==> config.mk <==
export PLATFORM = sky130hd
export DESIGN_NAME = hiccup_seq
export DESIGN_NICKNAME = d
export VERILOG_FILES = /design/src/rtl/hiccup_pkg.sv /design/src/rtl/hiccup_sc_blank.sv /design/src/rtl/hiccup_ov_latch.sv /design/src/rtl/hiccup_timer.sv /design/src/rtl/hiccup_seq.sv
export SDC_FILE = /design/constraint.sdc
export NUM_CORES = 1
export LEC_CHECK = 0
export BUFFER_PORTS_ARGS = -buffer_cell sky130_fd_sc_hd__buf_2
export CAP_MARGIN = 10
export CORE_UTILIZATION = 40
export DETAILED_ROUTE_END_ITERATION = 6
export GPL_ROUTABILITY_DRIVEN = 1
export GPL_TIMING_DRIVEN = 0
export PLACE_DENSITY_LB_ADDON = 0.05
export SETUP_SLACK_MARGIN = 0.05
export SYNTH_ARGS = -nofsm -noshare
export SYNTH_HDL_FRONTEND = slang
export SYNTH_HIERARCHICAL = 1
export SYNTH_SLANG_ARGS = --single-unit
==> constraint.sdc <==
create_clock -name clk -period 2.85 [get_ports clk]
set_input_delay 0.4275 -clock clk [delete_from_list [all_inputs] [get_ports clk]]
set_output_delay 0.4275 -clock clk [all_outputs]
set_load 0.005 [all_outputs]
==> src/rtl/hiccup_pkg.sv <==
package hiccup_pkg;
  typedef enum logic [2:0] {
    ST_STANDBY    = 3'd0,
    ST_DISCHARGE  = 3'd1,
    ST_WAIT_CLEAR = 3'd2,
    ST_CHARGE     = 3'd3,
    ST_RUN        = 3'd4
  } seq_state_t;
endpackage

==> src/rtl/hiccup_sc_blank.sv <==
module hiccup_sc_blank #(
  parameter int BLANK_CYC = 8
) (
  input  logic clk,
  input  logic rst_n,
  input  logic dim,
  input  logic sc,
  output logic sc_ok
);
  localparam int BW = $clog2(BLANK_CYC + 1);

  logic          dim_q;
  logic [BW-1:0] cnt, cnt_nxt;
  logic          rise;

  assign rise  = dim & ~dim_q;
  assign sc_ok = sc & ~rise & (cnt == '0);

  always_comb begin
    if (rise)            cnt_nxt = BW'(BLANK_CYC - 1);
    else if (cnt != '0)  cnt_nxt = cnt - 1'b1;
    else                 cnt_nxt = cnt;
  end

  always_ff @(posedge clk or negedge rst_n) begin
    if (!rst_n) begin
      dim_q <= 1'b0;
      cnt   <= '0;
    end else begin
      dim_q <= dim;
      cnt   <= cnt_nxt;
    end
  end

  AST_BLANK_LOAD: assert property (@(posedge clk) disable iff (!rst_n)
    rise |=> (cnt == BW'(BLANK_CYC - 1)));
  AST_BLANK_DECAY: assert property (@(posedge clk) disable iff (!rst_n)
    (!rise && cnt != '0) |=> (cnt == $past(cnt) - 1'b1));
endmodule

==> src/rtl/hiccup_ov_latch.sv <==
module hiccup_ov_latch (
  input  logic clk,
  input  logic rst_n,
  input  logic ovr,
  input  logic ovf,
  output logic lat
);
  logic lat_nxt;

  always_comb begin
    if (ovr)      lat_nxt = 1'b1;
    else if (ovf) lat_nxt = 1'b0;
    else          lat_nxt = lat;
  end

  always_ff @(posedge clk or negedge rst_n) begin
    if (!rst_n) lat <= 1'b0;
    else        lat <= lat_nxt;
  end

  AST_OV_SET: assert property (@(posedge clk) disable iff (!rst_n)
    ovr |=> lat);
  AST_OV_CLR: assert property (@(posedge clk) disable iff (!rst_n)
    (ovf && !ovr) |=> !lat);
  AST_OV_HOLD: assert property (@(posedge clk) disable iff (!rst_n)
    (!ovf && !ovr) |=> $stable(lat));
endmodule

==> src/rtl/hiccup_timer.sv <==
module hiccup_timer #(
  parameter int DISCH_CYC  = 16,
  parameter int CHARGE_CYC = 64
) (
  input  logic clk,
  input  logic rst_n,
  input  logic clr,
  input  logic inc,
  output logic dis_done,
  output logic chg_done
);
  localparam int MAXC = (DISCH_CYC > CHARGE_CYC) ? DISCH_CYC : CHARGE_CYC;
  localparam int CW   = $clog2(MAXC + 1);

  logic [CW-1:0] cnt, cnt_nxt;

  assign dis_done = (cnt == CW'(DISCH_CYC - 1));
  assign chg_done = (cnt == CW'(CHARGE_CYC - 1));

  always_comb begin
    if (clr)      cnt_nxt = '0;
    else if (inc) cnt_nxt = cnt + 1'b1;
    else          cnt_nxt = cnt;
  end

  always_ff @(posedge clk or negedge rst_n) begin
    if (!rst_n) cnt <= '0;
    else        cnt <= cnt_nxt;
  end

  AST_CNT_RANGE: assert property (@(posedge clk) disable iff (!rst_n)
    cnt < CW'(MAXC));
endmodule

==> src/rtl/hiccup_seq.sv <==
module hiccup_seq #(
  parameter int NCH        = 3,
  parameter int DISCH_CYC  = 16,
  parameter int CHARGE_CYC = 64,
  parameter int BLANK_CYC  = 8
) (
  input  logic           clk,
  input  logic           rst_n,
  input  logic           en,
  input  logic [NCH-1:0] dim_in,
  input  logic [NCH-1:0] sc_in,
  input  logic [NCH-1:0] ovr_in,
  input  logic [NCH-1:0] ovf_in,
  output logic           drv_inhibit,
  output logic           comp_clamp,
  output logic           tmr_dis,
  output logic [2:0]     seq_state
);
  import hiccup_pkg::*;

  seq_state_t     state, state_nxt;
  logic [NCH-1:0] sc_ok, ov_lat;
  logic           fault, t_clr, t_inc, dis_done, chg_done;

  for (genvar c = 0; c < NCH; c++) begin : g_ch
    hiccup_sc_blank #(.BLANK_CYC(BLANK_CYC)) u_blank (
      .clk(clk), .rst_n(rst_n), .dim(dim_in[c]), .sc(sc_in[c]), .sc_ok(sc_ok[c])
    );
    hiccup_ov_latch u_ov (
      .clk(clk), .rst_n(rst_n), .ovr(ovr_in[c]), .ovf(ovf_in[c]), .lat(ov_lat[c])
    );
  end

  assign fault = (|sc_ok) | (|ov_lat);

  hiccup_timer #(.DISCH_CYC(DISCH_CYC), .CHARGE_CYC(CHARGE_CYC)) u_tmr (
    .clk(clk), .rst_n(rst_n), .clr(t_clr), .inc(t_inc),
    .dis_done(dis_done), .chg_done(chg_done)
  );

  always_comb begin
    state_nxt = state;
    if (!en) begin
      state_nxt = ST_STANDBY;
    end else begin
      case (state)
        ST_STANDBY:    state_nxt = ST_DISCHARGE;
        ST_DISCHARGE:  if (dis_done) state_nxt = fault ? ST_WAIT_CLEAR : ST_CHARGE;
        ST_WAIT_CLEAR: if (!fault) state_nxt = ST_CHARGE;
        ST_CHARGE:     if (fault) state_nxt = ST_DISCHARGE;
                       else if (chg_done) state_nxt = ST_RUN;
        ST_RUN:        if (fault) state_nxt = ST_DISCHARGE;
        default:       state_nxt = ST_STANDBY;
      endcase
    end
  end

  assign t_clr = (state_nxt != state);
  assign t_inc = (state == ST_DISCHARGE) || (state == ST_CHARGE);

  always_ff @(posedge clk or negedge rst_n) begin
    if (!rst_n) state <= ST_STANDBY;
    else        state <= state_nxt;
  end

  assign drv_inhibit = (state != ST_RUN);
  assign comp_clamp  = (state != ST_RUN);
  assign tmr_dis     = (state == ST_STANDBY) || (state == ST_DISCHARGE) ||
                       (state == ST_WAIT_CLEAR);
  assign seq_state   = state;

  AST_EN_STANDBY: assert property (@(posedge clk) disable iff (!rst_n)
    !en |=> (state == ST_STANDBY));
  AST_WAIT_HOLD: assert property (@(posedge clk) disable iff (!rst_n)
    (en && state == ST_WAIT_CLEAR && fault) |=> (state == ST_WAIT_CLEAR));
  AST_CHG_FAULT: assert property (@(posedge clk) disable iff (!rst_n)
    (en && state == ST_CHARGE && fault) |=> (state == ST_DISCHARGE));
  AST_RUN_FAULT: assert property (@(posedge clk) disable iff (!rst_n)
    (en && state == ST_RUN && fault) |=> (state == ST_DISCHARGE));
  AST_RUN_ENTRY: assert property (@(posedge clk) disable iff (!rst_n)
    (state == ST_RUN && $past(state) != ST_RUN) |-> ($past(state) == ST_CHARGE));
endmodule

==> run summary <==
register bit count reported by yosys = 28
# nets final = 207
Die Wd = 64.1 µm
RSZ-0062 raised after global routing = no
worst slew pin tran = 0.640 ns
Core Area = 3690 µm²
Initial Util = 41.9%
initial DRC count = 44
Syn Inst Count = 160
Clock Latency Late Sink = 0.27 ns
type of the tightest min-delay check = in2async
Final min period = 2.57 ns
number of I/O port buffers = 20
top cells by area, synth = dfrtp_1 45%, ha_1 5.7%, inv_1 3.6%
most frequent cells after synthesis = 28 x dfrtp_1, 15 x inv_1, 13 x nand2_1, 13 x nor2_1, 9 x a21oi_1
drt via density = 5.00
IO Pins = 21
Critical Path RT = 3.06 ns
count leader, synth = dfrtp_1
Main synth FF type = dfrtp_1
EDFF count, synth = 0
Cell Area, Synth = 1540 µm²
CP max stage cell = dfrtp_1
WL/cell = 12.0 µm
Post-DRT Antenna Nets = 0
Net Count, Synth = 182
Final Hold Vio Count = 0
synth unique cells = 38
routed wire length = 2.79 mm
cts bufs inserted = 3
layout cell share with drive strength beyond 1 = 23.9%
P&R area growth vs syn = 14.4%
final setup TNS = 0 ns
Power Density = 640 nW/µm²
hpwl dp = 2.07 mm
Arr. time, crit path = 2.78 ns
number of global-route vias before repair = 1,153
area leader, netlist = dfrtp_1
Worst setup SP type = flip-flop
Die H = 64.1 µm
global-route wire length before repair = 4.97 mm
outcome = finished clean
CP max FO = 7
ys async rst share = 100%
CP bufs+invs = 1
First-pass DRT Iterations = 4
Synth warnings = 6
peak supply drop = 0.340 mV
Leak Pwr = 0.807 nW
GRT overflow = 0
CP endpoint kind = flip-flop
H-tree levels = 1
# rows = 22
Mapped Avg Cell Area = 9.65 µm²
vias = 1,160
Clock Skew = 0.00468 ns
sequential share of the synthesized area = 45.4%
Synth top area share = 45.4%
CP delay by family, top = simple AND/OR/NAND/NOR gates
root buffer cell = clkbuf_8
Crit Path Class = reg2reg
drt drc = 0
# Post-CTS Setup Buffers = 0
total die area = 4110 µm²
CTS tree = built
Pins Over Slew Limit = 0
crit path cell chain = inv_1, ha_1, or3b_4, nor2_1, nor4_4, and2_2, a211o_1, a221oi_1, nor2_2, a21oi_1
n_diodes = 0
largest net degree at the start of global routing = 29
buffers from clock root to sink, at most = 2
gr usage total = 15.9%
endpoints failing setup = 0
total power = 0.00113 W
worst relative slew slack = 57.4%
initial antenna violation count = 0
clk slew on worst S/H paths = 0.10 ns
Largest stage delay, worst path = 0.42 ns
Final period util = 90.3%
routability cong. = 0.788
CTS sink cnt = 28
max-cap violations = 0
fmax = 389 MHz
hold buffers post-CTS = 0
-- flip-flops by register name (all words and copies together), names as in the netlist --
name and count:
g_ch.u_blank/cnt 12, g_ch.u_blank/dim_q 3, seq_state 3, u_tmr/cnt 7
g_ch.u_ov/lat 3
-- worst register-to-register path: cells and delay by family, from the launching register on --
kind	cells	cell delay (ns)
AND/OR/NAND/NOR	5	1.08
buffers and inverters	1	0.09
AO/OA/AOI/OAI	3	0.75
adder cells (fa/ha/maj)	1	0.18
flip-flops	1	0.42
-- cell type report --
| cell class | count | area (µm²) |
|---|---|---|
| clock buffers | 4 | 55.1 |
| inverters | 15 | 56.3 |
| multi-input cells | 114 | 777 |
| plain buffers | 3 | 17.5 |
| fillers | 373 | 1920 |
| flip-flops and latches | 28 | 701 |
| repair buffers | 20 | 100 |
| well taps | 48 | 60.1 |
-- repair_timing --
item | 4_1_cts | 5_1_grt
gates resized for setup | 0 | 3
endpoints found under the setup margin | 0 | 7
endpoints found under the hold margin | 0 | 0
-- final timing paths --
| kind | endpoint | slack (ns) | cells after the start | from |
|---|---|---|---|---|
| max in group asynchronous | g_ch[0].u_blank/cnt[2]$_DFFE_PN0P_ | 2.27 | 1 | rst_n |
| max | u_tmr/cnt[5]$_DFFE_PN0P_ | 0.28 | 10 | g_ch[2].u_blank/cnt[0]$_DFFE_PN0P_ |
| min reg2reg | g_ch[0].u_ov/lat$_DFFE_PN0P_ | 0.50 | 1 | g_ch[0].u_ov/lat$_DFFE_PN0P_ |
| min in group clk | g_ch[0].u_blank/dim_q$_DFF_PN0_ | 0.28 | 1 | dim_in[0] |
| max reg2reg | u_tmr/cnt[5]$_DFFE_PN0P_ | 0.28 | 10 | g_ch[2].u_blank/cnt[0]$_DFFE_PN0P_ |
| min | g_ch[2].u_blank/cnt[2]$_DFFE_PN0P_ | 0.17 | 1 | rst_n |
-- kinds of logic after synthesis --
family	Yosys count	synth area share [%]
muxes	1	0.648
AOI/OAI and AO/OA	30	12.9
DFF	28	45.4
xor gates and xnor gates	7	3.97
buffers and inverters	18	4.78
adders and majority gates	7	5.67
and+or+nand+nor	69	26.7
-- layout by cell type, fill, tap and decap left out, drive strengths merged, types with 2 or more instances in the layout --
cell / instances
and3: 2
o31ai: 4
xnor2: 4
clkbuf: 4
a31oi: 3
nand2: 13
nor4: 2
a21o: 3
buf: 23
nand4: 2
nand2b: 3
nor3: 7
inv: 15
or3: 4
or2: 2
nor2b: 8
or3b: 4
nor2: 13
xor2: 3
a21oi: 9
nand3: 6
dfrtp: 28
a211o: 4
ha: 7
o21ai: 3
-- power by group --
group / internal [W] / total (W) / switching [W]
sequential: 0.000485 / 0.000561 / 0.0000765
combinational: 0.000157 / 0.000320 / 0.000164
clock: 0.000124 / 0.000249 / 0.000126
total: 0.000765 / 0.00113 / 0.000366
-- metal layers --
metal	track usage [%]	share of wire, %	vias up
met5	0	0	-
met3	2.86	3.0	2
li1	-	-	596
met2	27.1	46	16
met4	6.67	0.83	0
met1	19.7	50	546
-- stage by stage --
step                      std cells  util, %  worst slack, ns  instance area [µm²]  hold WS, ns
after floorplan                 160        -            0.474                 1540        0.132
after global placement          228     46.2            0.230                 1700        0.467
after detailed placement        228     46.2            0.164                 1700        0.478
after CTS                       232     47.7            0.155                 1760        0.182
after global routing            232     47.9           0.0537                 1770        0.213
final                           232     47.9            0.277                 1770        0.166
No activity file was read; power rests on OpenSTA's default activity.
